File: src/rtl/nand_opseq_pkg.sv
package nand_opseq_pkg;
  localparam int SEQ_MAX = 8;
  localparam int SEQ_IW  = $clog2(SEQ_MAX);
  localparam int SEQ_NW  = SEQ_IW + 1;

  localparam logic [7:0] OPC_COL_OUT = 8'h05;
  localparam logic [7:0] OPC_COL_GO  = 8'hE0;
  localparam logic [7:0] OPC_READ_GO = 8'h30;

  typedef struct packed {
    logic       is_cmd;
    logic [7:0] val;
  } seq_ent_t;

  typedef enum logic [1:0] {ST_IDLE, ST_EMIT, ST_POLL} seq_state_t;
endpackage

File: src/rtl/nand_opseq_build.sv
module nand_opseq_build
  import nand_opseq_pkg::*;
(
  input  logic                op_seek,
  input  logic [7:0]          opcode,
  input  logic [31:0]         page_addr,
  input  logic [15:0]         column,
  input  logic [12:0]         page_bytes,
  input  logic [2:0]          addr_cycles,
  input  logic                read_go,
  output seq_ent_t            ents [SEQ_MAX],
  output logic [SEQ_NW-1:0]   n_ents,
  output logic                size_ok
);
  logic       small_pg;
  logic [2:0] extra;

  always_comb begin
    int k;
    k = 0;
    for (int i = 0; i < SEQ_MAX; i++) ents[i] = '0;
    small_pg = (page_bytes == 13'd512);
    size_ok  = small_pg || (page_bytes == 13'd2048) || (page_bytes == 13'd4096);
    extra    = addr_cycles - {2'b00, small_pg};
    if (!op_seek) begin
      ents[k] = '{1'b1, opcode};            k = k + 1;
      ents[k] = '{1'b0, 8'h00};             k = k + 1;
      if (!small_pg) begin
        ents[k] = '{1'b0, 8'h00};           k = k + 1;
      end
      ents[k] = '{1'b0, page_addr[7:0]};    k = k + 1;
      ents[k] = '{1'b0, page_addr[15:8]};   k = k + 1;
      if (extra != 3'd0) begin
        ents[k] = '{1'b0, page_addr[23:16]}; k = k + 1;
      end
      if (extra == 3'd2) begin
        ents[k] = '{1'b0, page_addr[31:24]}; k = k + 1;
      end
      if (read_go && !small_pg) begin
        ents[k] = '{1'b1, OPC_READ_GO};     k = k + 1;
      end
    end else begin
      ents[k] = '{1'b1, OPC_COL_OUT};       k = k + 1;
      ents[k] = '{1'b0, column[7:0]};       k = k + 1;
      if (!small_pg) begin
        ents[k] = '{1'b0, column[15:8]};    k = k + 1;
        ents[k] = '{1'b1, OPC_COL_GO};      k = k + 1;
      end
    end
    n_ents = SEQ_NW'(k);
  end
endmodule

File: src/rtl/nand_opseq_pacer.sv
module nand_opseq_pacer #(
  parameter int STROBE_CYC = 2,
  localparam int CW = $clog2(STROBE_CYC + 1)
) (
  input  logic clk,
  input  logic rst_n,
  input  logic kick,
  output logic strobe,
  output logic slot_end
);
  logic          run_q, run_d;
  logic [CW-1:0] cnt_q, cnt_d;

  assign strobe   = run_q && (cnt_q < CW'(STROBE_CYC));
  assign slot_end = run_q && (cnt_q == CW'(STROBE_CYC));

  always_comb begin
    run_d = run_q;
    cnt_d = cnt_q;
    if (kick) begin
      run_d = 1'b1;
      cnt_d = '0;
    end else if (slot_end) begin
      run_d = 1'b0;
    end else if (run_q) begin
      cnt_d = cnt_q + CW'(1);
    end
  end

  always_ff @(posedge clk or negedge rst_n) begin
    if (!rst_n) begin
      run_q <= 1'b0;
      cnt_q <= '0;
    end else begin
      run_q <= run_d;
      cnt_q <= cnt_d;
    end
  end
endmodule

File: src/rtl/nand_opseq_poll.sv
module nand_opseq_poll #(
  parameter int POLL_DIV    = 8,
  parameter int POLL_BUDGET = 100,
  localparam int DW = $clog2(POLL_DIV + 1),
  localparam int BW = $clog2(POLL_BUDGET + 1)
) (
  input  logic clk,
  input  logic rst_n,
  input  logic kick,
  input  logic rdy,
  output logic fin,
  output logic tmo
);
  logic          act_q, act_d;
  logic [DW-1:0] div_q, div_d;
  logic [BW-1:0] pol_q, pol_d;
  logic          tick, last_poll;

  assign tick      = act_q && (div_q == DW'(POLL_DIV - 1));
  assign last_poll = (pol_q == BW'(POLL_BUDGET - 1));
  assign fin       = tick && (rdy || last_poll);
  assign tmo       = fin && !rdy;

  always_comb begin
    act_d = act_q;
    div_d = div_q;
    pol_d = pol_q;
    if (kick) begin
      act_d = 1'b1;
      div_d = '0;
      pol_d = '0;
    end else if (fin) begin
      act_d = 1'b0;
    end else if (tick) begin
      div_d = '0;
      pol_d = pol_q + BW'(1);
    end else if (act_q) begin
      div_d = div_q + DW'(1);
    end
  end

  always_ff @(posedge clk or negedge rst_n) begin
    if (!rst_n) begin
      act_q <= 1'b0;
      div_q <= '0;
      pol_q <= '0;
    end else begin
      act_q <= act_d;
      div_q <= div_d;
      pol_q <= pol_d;
    end
  end
endmodule

File: src/rtl/nand_opseq.sv
module nand_opseq
  import nand_opseq_pkg::*;
#(
  parameter int STROBE_CYC  = 2,
  parameter int POLL_DIV    = 8,
  parameter int POLL_BUDGET = 100
) (
  input  logic        clk,
  input  logic        rst_n,
  input  logic        start,
  input  logic        op_seek,
  input  logic [7:0]  opcode,
  input  logic [31:0] page_addr,
  input  logic [15:0] column,
  input  logic [12:0] page_bytes,
  input  logic [2:0]  addr_cycles,
  input  logic        read_go,
  input  logic        wait_ready,
  input  logic        nand_rdy,
  output logic        busy,
  output logic        done,
  output logic        size_err,
  output logic        timeout,
  output logic        wr_strobe,
  output logic        cle,
  output logic        ale,
  output logic [7:0]  dq_out
);
  seq_ent_t          ents_w [SEQ_MAX];
  seq_ent_t          ents_q [SEQ_MAX];
  logic [SEQ_NW-1:0] n_w, n_q;
  logic [SEQ_IW-1:0] idx_q, idx_d;
  logic              size_ok;
  seq_state_t        state_q, state_d;
  logic              wait_q;
  logic              done_q, done_d, err_q, err_d, tmo_q, tmo_d;
  logic              accept, refuse, last_ent, pace_kick, poll_kick;
  logic              pace_strobe, slot_end, poll_fin, poll_tmo;
  seq_ent_t          cur;

  nand_opseq_build u_build (
    .op_seek(op_seek), .opcode(opcode), .page_addr(page_addr),
    .column(column), .page_bytes(page_bytes), .addr_cycles(addr_cycles),
    .read_go(read_go), .ents(ents_w), .n_ents(n_w), .size_ok(size_ok)
  );

  nand_opseq_pacer #(.STROBE_CYC(STROBE_CYC)) u_pacer (
    .clk(clk), .rst_n(rst_n), .kick(pace_kick),
    .strobe(pace_strobe), .slot_end(slot_end)
  );

  nand_opseq_poll #(.POLL_DIV(POLL_DIV), .POLL_BUDGET(POLL_BUDGET)) u_poll (
    .clk(clk), .rst_n(rst_n), .kick(poll_kick), .rdy(nand_rdy),
    .fin(poll_fin), .tmo(poll_tmo)
  );

  assign accept    = start && (state_q == ST_IDLE) && size_ok;
  assign refuse    = start && (state_q == ST_IDLE) && !size_ok;
  assign last_ent  = ({1'b0, idx_q} == (n_q - SEQ_NW'(1)));
  assign pace_kick = accept || ((state_q == ST_EMIT) && slot_end && !last_ent);
  assign poll_kick = (state_q == ST_EMIT) && slot_end && last_ent && wait_q;

  always_comb begin
    state_d = state_q;
    idx_d   = idx_q;
    done_d  = 1'b0;
    err_d   = err_q;
    tmo_d   = tmo_q;
    if (refuse) begin
      err_d  = 1'b1;
      tmo_d  = 1'b0;
      done_d = 1'b1;
    end
    case (state_q)
      ST_IDLE: if (accept) begin
        state_d = ST_EMIT;
        idx_d   = '0;
        err_d   = 1'b0;
        tmo_d   = 1'b0;
      end
      ST_EMIT: if (slot_end) begin
        if (!last_ent) begin
          idx_d = idx_q + SEQ_IW'(1);
        end else if (wait_q) begin
          state_d = ST_POLL;
        end else begin
          state_d = ST_IDLE;
          done_d  = 1'b1;
        end
      end
      ST_POLL: if (poll_fin) begin
        state_d = ST_IDLE;
        done_d  = 1'b1;
        tmo_d   = poll_tmo;
      end
      default: state_d = ST_IDLE;
    endcase
  end

  always_ff @(posedge clk or negedge rst_n) begin
    if (!rst_n) begin
      state_q <= ST_IDLE;
      idx_q   <= '0;
      n_q     <= '0;
      wait_q  <= 1'b0;
      done_q  <= 1'b0;
      err_q   <= 1'b0;
      tmo_q   <= 1'b0;
      for (int i = 0; i < SEQ_MAX; i++) ents_q[i] <= '0;
    end else begin
      state_q <= state_d;
      idx_q   <= idx_d;
      done_q  <= done_d;
      err_q   <= err_d;
      tmo_q   <= tmo_d;
      if (accept) begin
        n_q    <= n_w;
        wait_q <= wait_ready;
        for (int i = 0; i < SEQ_MAX; i++) ents_q[i] <= ents_w[i];
      end
    end
  end

  assign cur       = ents_q[idx_q];
  assign busy      = (state_q != ST_IDLE);
  assign done      = done_q;
  assign size_err  = err_q;
  assign timeout   = tmo_q;
  assign wr_strobe = pace_strobe;
  assign cle       = pace_strobe && cur.is_cmd;
  assign ale       = pace_strobe && !cur.is_cmd;
  assign dq_out    = pace_strobe ? cur.val : 8'h00;
endmodule

File: config.mk
export PLATFORM = sky130hd
export DESIGN_NAME = nand_opseq
export DESIGN_NICKNAME = d
export VERILOG_FILES = /design/src/rtl/nand_opseq_pkg.sv /design/src/rtl/nand_opseq_build.sv /design/src/rtl/nand_opseq_pacer.sv /design/src/rtl/nand_opseq_poll.sv /design/src/rtl/nand_opseq.sv
export SDC_FILE = /design/constraint.sdc
export NUM_CORES = 1
export LEC_CHECK = 0
export CELL_PAD_IN_SITES_DETAIL_PLACEMENT = 0
export CELL_PAD_IN_SITES_GLOBAL_PLACEMENT = 1
export CORE_ASPECT_RATIO = 1.2
export CORE_UTILIZATION = 47
export DETAILED_ROUTE_END_ITERATION = 6
export PLACE_DENSITY_LB_ADDON = 0.25
export SYNTH_ARGS = -nofsm -noshare
export SYNTH_HDL_FRONTEND = slang
export SYNTH_HIERARCHICAL = 1
export SYNTH_SLANG_ARGS = --single-unit
export TNS_END_PERCENT = 5
File: constraint.sdc
create_clock -name clk -period 6.05 [get_ports clk]
set_input_delay 0.9075 -clock clk [delete_from_list [all_inputs] [get_ports clk]]
set_output_delay 0.9075 -clock clk [all_outputs]
set_load 0.1 [all_outputs]
==> results of run 1 <==
-- routing by layer --
layer / wire [um] / vias to the layer above / track usage [%]
met4: 437 / 0 / 9.59
met1: 6770 / 2354 / 31.4
li1: - / 2279 / -
met2: 7980 / 126 / 42.6
met3: 655 / 24 / 4.05
met5: 0 / - / 0
-- how the worst min path moves through the flow --
stage                                       from                      to  slack (ps)  cells after the start
final                     ents_q[42]$_DFFE_PN0P_  ents_q[42]$_DFFE_PN0P_         480                      1
after global routing      ents_q[47]$_DFFE_PN0P_  ents_q[47]$_DFFE_PN0P_         500                      1
after CTS                                   flop                    flop         490                      1
after detailed placement                    flop                    flop         470                      1
after global placement                      flop                    flop         460                      1
after floorplan           ents_q[10]$_DFFE_PN0P_  ents_q[10]$_DFFE_PN0P_         450                      1
-- cells by family (layout without fill, tap and decap cells) --
logic type / Yosys count / count (layout) / share of synthesized area, %
buf+inv: 48 / 130 / 3.34
fa+ha+maj: 15 / 15 / 2.98
xor+xnor: 11 / 11 / 1.77
mux: 110 / 110 / 22.8
compound gates: 81 / 81 / 9.41
other cells: 2 / 3 / 0.119
simple gates: 217 / 217 / 19.8
flops: 100 / 100 / 39.8
-- synth_stat cells (3+ instances only) --
| cell type | instances | area share, % |
|---|---|---|
| o21ai_0 | 6 | 0.48 |
| nand2b_1 | 4 | 0.40 |
| nor3_1 | 11 | 0.88 |
| mux2i_1 | 12 | 1.9 |
| buf_2 | 15 | 1.2 |
| buf_4 | 3 | 0.36 |
| inv_1 | 12 | 0.72 |
| or4_4 | 3 | 0.54 |
| buf_1 | 3 | 0.18 |
| clkbuf_1 | 15 | 0.90 |
| a31oi_1 | 4 | 0.40 |
| or3_1 | 3 | 0.30 |
| or2_2 | 4 | 0.40 |
| nand4_1 | 12 | 1.2 |
| mux4_2 | 18 | 6.4 |
| nand2_1 | 49 | 2.9 |
| xnor2_1 | 10 | 1.4 |
| a41oi_1 | 5 | 0.70 |
| nor2_1 | 30 | 1.8 |
| ha_1 | 15 | 3.0 |
| a21o_1 | 5 | 0.60 |
| a311oi_1 | 7 | 0.97 |
| a21oi_1 | 23 | 1.8 |
| nand4b_1 | 5 | 0.70 |
| and2_1 | 25 | 2.5 |
| dfrtp_1 | 100 | 40 |
| nand3_1 | 26 | 2.1 |
| mux2_1 | 78 | 14 |
| and3_1 | 3 | 0.30 |
| nor2b_1 | 22 | 2.2 |
| o21ai_1 | 4 | 0.32 |
-- placed cells by master, fill, tap and decap left out, types with 4 or more instances in the layout --
cell             netlist  layout
a21o_1                 5       5
a21oi_1               23      23
a311oi_1               7       7
a31oi_1                4       4
a41oi_1                5       5
and2_1                25      25
buf_4                  3      10
clkbuf_16              0       9
clkdlybuf4s50_1        0      92
dfrtp_1              100     100
ha_1                  15      15
inv_1                 12      12
mux2_1                78      78
mux2i_1               12      12
mux4_2                18      18
nand2_1               49      49
nand2b_1               4       4
nand3_1               26      26
nand4_1               12      12
nand4b_1               5       5
nor2_1                30      30
nor2b_1               22      22
nor3_1                11      11
o21ai_0                6       6
o21ai_1                4       4
or2_2                  4       4
xnor2_1               10      10
-- state kept, by name, summed over array words and instances (netlist names), named ones only --
name and count:
done 1, idx_q 3, state_q 2, u_poll/div_q 4, u_pacer/cnt_q 2, n_q 4, ents_q 72, timeout 1
u_poll/pol_q 7, wait_q 1, u_poll/act_q 1, u_pacer/run_q 1
-- where the power goes --
part	switching (mW)	leakage [nW]	internal [mW]	total, mW
Clock	0.269	0.152	0.327	0.596
Sequential	0.000327	1.36	0.668	0.669
Combinational	0.0625	2.00	0.0673	0.130
Total	0.332	3.52	1.06	1.39
-- metrics by stage --
stage / util, % / instances / cell area, um2
global placement: 57.1 / 815 / 7330
finish: 59.5 / 831 / 7640
CTS: 59.5 / 831 / 7640
floorplan: - / 585 / 6290
detailed placement: 57.1 / 815 / 7330
global route: 59.5 / 831 / 7640
-- cell type report --
cell class	instances	area (um2)	share of cell area [%]
Clock inverter	7	81.3	1.06
Multi-Input combinational cell	437	3580	46.9
Tap cell	164	205	2.69
Clock buffer	9	225	2.95
Inverter	12	45.0	0.590
Sequential cell	100	2500	32.8
Timing Repair Buffer	102	996	13.0
==> out/results.txt, run 1 <==
R2R Setup Slk -> 2660 ps
share of layout cells above drive strength 1 -> 10.9%
# H-tree levels -> 3
CTS root buffer -> clkbuf_16
WL per Instance -> 19.1 um
Yosys reg bits -> 100
Syn-to-layout area delta -> 21.5%
worst-margin pin slew -> 1090 ps
postcts setup bufs -> 0
# nets final -> 756
via/cell ratio -> 5.76
worst reg2reg path depth -> 6
Filler Cells Inserted -> 1104
pwr/cell area -> 183 mW/mm2
post-synthesis sequential area ratio -> 39.8%
Slew headroom -> 27.4%
Post-Syn Area per Cell -> 10.8 um2
Largest delay share family, worst path -> simple AND/OR/NAND/NOR gates
Final min period -> 4550 ps
Final setup viols -> 0
crit start category -> primary input
Worst Setup EP -> n_q[3]$_DFFE_PN0P_
final wirelength -> 15.8 mm
Leak -> 3.52 nW
Crit Path Class -> primary input to flop
core area -> 0.0128 mm2
Worst path slowest cell -> or4_4
DRC -> 0
Rows -> 45
Power Total -> 1.39 mW
final hold vios -> 0
TritonCTS buffer count -> 9
I/O pins -> 94
DRT antenna net count -> 0
peak supply drop -> 0.111 mV
worst-path cell chain -> clkdlybuf4s50_1, or4_4, or4_4, inv_1, ha_1, xnor2_1, nand3b_1, buf_4, ha_1, and2_1, nand2_1, and3_4, or2_1, mux2_1
Cell variety after synth -> 70
clk_lat worst skew -> 360 ps
FFs w/ async S/R, synth -> 100%
status -> finished, final reports clean
critical path depth -> 14
Mapped Cells -> 584
Clock transition at path regs -> 70 ps
Hold WC Path Type -> flop to flop
RR Endpoint -> u_poll/div_q[0]$_DFFE_PN0P_
CP Buf/Inv Count -> 3
CTS sink count -> 100
Critical Path Max Stage Delay -> 580 ps
Worst EP arrival -> 4780 ps
crit end category -> flop
Final period util -> 75.2%
CTS Buffer Depth -> 2
total grt overflow -> 0
pre-CTS WS -> 1140 ps
crit path max fanout -> 18
beginning of the critical path -> page_bytes[7]
highest clock rate -> 220 MHz
first-pass GRT wire length -> 26.0 mm
fin. max-slew vios -> 0
die area -> 0.0138 mm2
port buffer count -> 93
FF-to-FF Start -> idx_q[1]$_DFFE_PN0P_
Initial Util -> 49.0%
cell area after synthesis -> 0.00629 mm2
initial DRC count -> 312
number of synthesized flops with an enable pin -> 0
Die W -> 108 um
CTS tree -> done
hold buffer count at cts -> 0
RSZ-0062 raised after global routing -> no
Worst Setup Slack, final -> 1500 ps
Req. time, crit path -> 6280 ps
Vert. Die Dim -> 129 um
All-Layer GR Usage -> 24.9%
initial antenna violation count -> 0
Antenna Diode Count -> 0
dominant synthesized flop cell -> dfrtp_1
max_cap viols -> 0
gpl congestion -> 0.912
setup TNS -> 0 ps
HPWL Detailed -> 11.4 mm
Synth Warn # -> 6
clock skew -> 9.69 ps
largest net degree at the start of global routing -> 62
CTS-repair resized insts -> 0
TritonRoute pass-1 iters -> 4
vias in the first global route -> 4895
via count -> 4783
final hold slack -> 482 ps
Power figures use the tool's default switching activity.
==> run 2: changes to the inputs <==
--- a/config.mk
+++ b/config.mk
@@ -8,7 +8,7 @@
 export CELL_PAD_IN_SITES_DETAIL_PLACEMENT = 0
 export CELL_PAD_IN_SITES_GLOBAL_PLACEMENT = 1
 export CORE_ASPECT_RATIO = 1.2
-export CORE_UTILIZATION = 47
+export CORE_UTILIZATION = 43
 export DETAILED_ROUTE_END_ITERATION = 6
 export PLACE_DENSITY_LB_ADDON = 0.25
 export SYNTH_ARGS = -nofsm -noshare
==> constraint.sdc (replaced) <==
create_clock -name clk -period 4.65 [get_ports clk]
set_input_delay 0.6975 -clock clk [delete_from_list [all_inputs] [get_ports clk]]
set_output_delay 0.6975 -clock clk [all_outputs]
set_load 0.1 [all_outputs]
==> out/results.txt, run 2 (synthesis gave the netlist of run 1 again) <==
via count -> 4879 (+2.0%)
placed cell areas -> 0.00739 mm2 (+0.73%)
crit end category -> flop
Hold WC Path Type -> primary input to asynchronous set/reset pin
Largest register FFs -> 72 (unchanged)
postcts setup bufs -> 0 (unchanged)
worst-path cell chain -> clkdlybuf4s50_1, or4_4, or4_4, inv_1, ha_1, xnor2_1, nand3b_1, ha_1, xnor2_1, and3_4, a21o_1, a21oi_1, mux2_1
WL per Instance -> 19.1 um (+0.41%)
clock skew -> 8.69 ps (-1.00 ps)
TritonRoute pass-1 iters -> 7 (+3)
Req. time, crit path -> 4880 ps (-1400 ps)
CTS Buffer Depth -> 2 (unchanged)
initial DRC count -> 338 (+8.3%)
Power Total -> 1.78 mW (+28%)
R2R Setup Slk -> 1720 ps (-940 ps)
Syn-to-layout area delta -> 22.0%
core area -> 0.0144 mm2 (+12%)
final instance area -> 0.00767 mm2 (+0.41%)
CTS root buffer -> clkbuf_16
status -> finished, final reports clean
Initial Util -> 43.8% (-5.2 points)
crit path max fanout -> 6 (-12)
share of layout cells above drive strength 1 -> 12.9% (+2.0 points)
Final setup viols -> 0 (unchanged)
setup TNS -> 0 ps (unchanged)
CTS tree -> done
# nets final -> 763 (+0.93%)
commonest non-fill, non-tap cells in the layout -> dfrtp_1 (100), clkdlybuf4s50_1 (82), mux2_1 (78)
CTS-repair resized insts -> 0 (unchanged)
Critical Path Max Stage Delay -> 570 ps (about the same)
pwr/cell area -> 232 mW/mm2 (+27%)
Leak -> 3.56 nW (+1.2%)
worst reg2reg path depth -> 7 (+1)
TritonCTS buffer count -> 9 (unchanged)
CTS sink count -> 100 (unchanged)
crit start category -> primary input
Vert. Die Dim -> 134 um (+4.5%)
I/O pins -> 94 (unchanged)
Final min period -> 4200 ps
Clock transition at path regs -> 70 ps (about the same)
RSZ-0062 raised after global routing -> no
FF-to-FF Start -> idx_q[1]$_DFFE_PN0P_
Worst EP arrival -> 4430 ps (-350 ps)
clk_lat worst skew -> 350 ps (about the same)
gpl congestion -> 0.893 (-2.2%)
most common cell after layout, fill and taps aside -> dfrtp_1
DRC -> 0 (unchanged)
vias in the first global route -> 5078 (+3.7%)
final wirelength -> 16.2 mm (+2.5%)
Reg with most FFs -> ents_q
port buffer count -> 93 (unchanged)
initial antenna violation count -> 0 (unchanged)
Worst path slowest cell -> or4_4
hold buffer count at cts -> 0 (unchanged)
HPWL Detailed -> 11.7 mm (+2.8%)
largest net degree at the start of global routing -> 78 (+26%)
Crit Path Class -> primary input to flop
RR Endpoint -> u_poll/div_q[0]$_DFFE_PN0P_
total grt overflow -> 0 (unchanged)
Rows -> 48 (+6.7%)
final hold vios -> 0 (unchanged)
DRT antenna net count -> 0 (unchanged)
biggest regs -> ents_q: 72 flops, u_poll/pol_q: 7 flops
max_cap viols -> 0 (unchanged)
peak supply drop -> 0.133 mV (+19%)
first-pass GRT wire length -> 26.6 mm (+2.4%)
Slew headroom -> 27.5% (+0.13 points)
fin. max-slew vios -> 0 (unchanged)
via/cell ratio -> 5.75 (about the same)
Antenna Diode Count -> 0 (unchanged)
die area -> 0.0151 mm2 (+9.1%)
Die W -> 112 um (+4.5%)
Core Util, Final -> 53.4% (-6.1 points)
highest clock rate -> 238 MHz
worst-margin pin slew -> 1090 ps (-1.96 ps)
Final period util -> 90.2%
All-Layer GR Usage -> 23.0% (-1.9 points)
# H-tree levels -> 3 (unchanged)
run 2: worst max-delay path, delay by kind of cell:
family                     cells  cell delay [ps]
buffers and inverters          2              530
muxes                          1              300
AOI/OAI and AO/OA              2              350
xor gates and xnor gates       2              420
adders and majority gates      2              570
and+or+nand+nor                4             1560
run 2: area by class of cell:
type                    count  area (um2)
well taps                 175         219
repair buffers            109        1040
flip-flops and latches    100        2500
clock buffers              11         233
inverters                  12        45.0
multi-input cells         437        3580
fillers                  1287        6680
clock inverters             4        51.3
run 2: power by group:
part,internal (mW),total [mW],switching [mW]
Combinational,0.0883,0.170,0.0815
Sequential,0.870,0.870,0.000407
Clock,0.415,0.742,0.327
Total,1.37,1.78,0.409
run 2: layer usage:
layer / up-vias / wire length (um) / GRT usage, %
met2: 130 / 8380 / 39.8
met1: 2427 / 6710 / 28.6
met3: 30 / 615 / 2.74
met4: 0 / 520 / 11.1
met5: - / 0 / 0
li1: 2292 / - / -
run 2: worst max path at each step:
stage / start / end / slack, ps
4_1_cts: page_bytes[6] / ents_q[20]$_DFFE_PN0P_ / 460
3_3_place_gp: page_bytes[7] / ents_q[21]$_DFFE_PN0P_ / 230
6_report: page_bytes[7] / ents_q[20]$_DFFE_PN0P_ / 450
3_5_place_dp: page_bytes[6] / ents_q[20]$_DFFE_PN0P_ / 100
2_1_floorplan: page_bytes[7] / n_q[3]$_DFFE_PN0P_ / 370
5_1_grt: page_bytes[7] / ents_q[21]$_DFFE_PN0P_ / 190
run 2: metrics by stage:
stage	hold slack (ps)	setup slack, ps	cells
6_report	422	454	848
3_5_place_dp	471	100	833
5_1_grt	482	187	848
4_1_cts	456	462	848
2_1_floorplan	402	367	585
3_3_place_gp	459	229	833
==> run 3: changes to the inputs <==
--- a/config.mk
+++ b/config.mk
@@ -9,6 +9,7 @@
 export CELL_PAD_IN_SITES_GLOBAL_PLACEMENT = 1
 export CORE_ASPECT_RATIO = 1.2
 export CORE_UTILIZATION = 43
+export CTS_BUF_LIST = sky130_fd_sc_hd__clkbuf_8 sky130_fd_sc_hd__clkbuf_16
 export DETAILED_ROUTE_END_ITERATION = 6
 export PLACE_DENSITY_LB_ADDON = 0.25
 export SYNTH_ARGS = -nofsm -noshare
==> out/results.txt, run 3 (synthesis gave the netlist of run 1 again) <==
status -> finished, final reports clean
Hold WC Path Type -> primary input to asynchronous set/reset pin
Power Total -> 1.78 mW (-0.23%)
Final min period -> 4200 ps (+0.315 ps)
beginning of the critical path -> page_bytes[7]
CTS-repair resized insts -> 0 (unchanged)
Leak -> 3.57 nW (+0.23%)
I/O pins -> 94 (unchanged)
R2R Setup Slk -> 1710 ps (about the same)
Req. time, crit path -> 4880 ps (about the same)
setup TNS -> 0 ps (unchanged)
postcts setup bufs -> 0 (unchanged)
fin. max-slew vios -> 0 (unchanged)
clk_lat worst skew -> 350 ps (about the same)
Antenna Diode Count -> 0 (unchanged)
TritonCTS buffer count -> 9 (unchanged)
RR Endpoint -> u_poll/div_q[0]$_DFFE_PN0P_
via/cell ratio -> 5.75 (about the same)
WL per Instance -> 19.1 um (-0.14%)
All-Layer GR Usage -> 23.0% (unchanged)
first-pass GRT wire length -> 26.6 mm (unchanged)
Worst Setup EP -> ents_q[20]$_DFFE_PN0P_
placed cell areas -> 0.00739 mm2 (unchanged)
Clock transition at path regs -> 70 ps (about the same)
most common cell after layout, fill and taps aside -> dfrtp_1
# nets final -> 763 (unchanged)
Critical Path Max Stage Delay -> 570 ps (about the same)
hold buffer count at cts -> 0 (unchanged)
CTS root buffer -> clkbuf_16
DRC -> 0 (unchanged)
die area -> 0.0151 mm2 (unchanged)
Syn-to-layout area delta -> 22.0% (unchanged)
Worst EP arrival -> 4430 ps (about the same)
largest net degree at the start of global routing -> 78 (unchanged)
CTS sink count -> 100 (unchanged)
Largest register FFs -> 72 (unchanged)
core area -> 0.0144 mm2 (unchanged)
worst-margin pin slew -> 1090 ps (+4.96 ps)
crit end category -> flop
Vert. Die Dim -> 134 um (unchanged)
crit path max fanout -> 6 (unchanged)
Initial Util -> 43.8% (unchanged)
max_cap viols -> 0 (unchanged)
initial antenna violation count -> 0 (unchanged)
crit start category -> primary input
highest clock rate -> 238 MHz (about the same)
worst reg2reg path depth -> 7 (unchanged)
commonest non-fill, non-tap cells in the layout -> dfrtp_1 (100), clkdlybuf4s50_1 (82), mux2_1 (78)
port buffer count -> 93 (unchanged)
biggest regs -> ents_q: 72 flops, u_poll/pol_q: 7 flops
clock skew -> 8.69 ps (-0.00349 ps)
gpl congestion -> 0.893 (unchanged)
Crit Path Class -> primary input to flop
share of layout cells above drive strength 1 -> 12.9% (unchanged)
Die W -> 112 um (unchanged)
via count -> 4878 (-0.020%)
Reg with most FFs -> ents_q
RSZ-0062 raised after global routing -> no
vias in the first global route -> 5078 (unchanged)
Core Util, Final -> 53.4% (unchanged)
worst-path cell chain -> clkdlybuf4s50_1, or4_4, or4_4, inv_1, ha_1, xnor2_1, nand3b_1, ha_1, xnor2_1, and3_4, a21o_1, a21oi_1, mux2_1
CTS Buffer Depth -> 2 (unchanged)
pwr/cell area -> 232 mW/mm2 (-0.23%)
final hold vios -> 0 (unchanged)
HPWL Detailed -> 11.7 mm (unchanged)
total grt overflow -> 0 (unchanged)
FF-to-FF Start -> idx_q[1]$_DFFE_PN0P_
Final setup viols -> 0 (unchanged)
Slew headroom -> 27.2% (-0.33 points)
Rows -> 48 (unchanged)
CTS tree -> done
peak supply drop -> 0.133 mV (about the same)
Final period util -> 90.2% (about the same)
DRT antenna net count -> 0 (unchanged)
Worst path slowest cell -> or4_4
initial DRC count -> 338 (unchanged)
# H-tree levels -> 3 (unchanged)
TritonRoute pass-1 iters -> 7 (unchanged)
final wirelength -> 16.2 mm (-0.14%)
final instance area -> 0.00767 mm2 (unchanged)
==> run 3: changes by cell type in the layout (fill, tap and decap cells not counted) <==
cell | before | now
inv_1 | 12 | 14
clkbuf_1 | 2 | 0
==> run 3: final cells by class <==
type,count,area [um2]
tap,175,219
clock buffer,9,225
inverter,12,45.0
clock inverter,6,58.8
timing repair buffer,109,1040
fill,1287,6680
multi-input combinational,437,3580
sequential,100,2500
==> run 3: critical path, delay by kind of cell <==
family,cells,cell delay [ps]
simple gates,4,1560
fa+ha+maj,2,570
buf+inv,2,530
xor+xnor,2,420
compound gates,2,350
mux,1,300
==> run 3: power by group <==
part           internal (mW)  switching [mW]
Sequential             0.870        0.000407
Combinational         0.0883          0.0815
Clock                  0.410           0.327
==> run 3: through the flow <==
| step | cells | worst slack (ps) | hold slack [ps] |
|---|---|---|---|
| 2_1_floorplan | 585 | 367 | 402 |
| 3_3_place_gp | 833 | 229 | 459 |
| 3_5_place_dp | 833 | 100 | 471 |
| 4_1_cts | 848 | 462 | 455 |
| 6_report | 848 | 454 | 420 |
| 5_1_grt | 848 | 187 | 481 |
==> run 3: worst min path at each step <==
stage                      startpoint                     endpoint  slack, ps  cells past startpoint
2_1_floorplan                   rst_n   asynchronous set/reset pin        400                      0
3_3_place_gp                     flop                         flop        460                      1
3_5_place_dp   ents_q[50]$_DFFE_PN0P_       ents_q[50]$_DFFE_PN0P_        470                      1
4_1_cts                         rst_n  u_poll/pol_q[5]$_DFFE_PN0P_        460                      1
5_1_grt                         rst_n  u_poll/pol_q[5]$_DFFE_PN0P_        480                      1
6_report                        rst_n  u_poll/pol_q[5]$_DFFE_PN0P_        420                      1
==> run 3: routing by layer <==
metal / wire [um] / track usage [%]
met5: 0 / 0
met4: 520 / 11.1
met3: 603 / 2.74
met2: 8390 / 39.8
met1: 6700 / 28.6
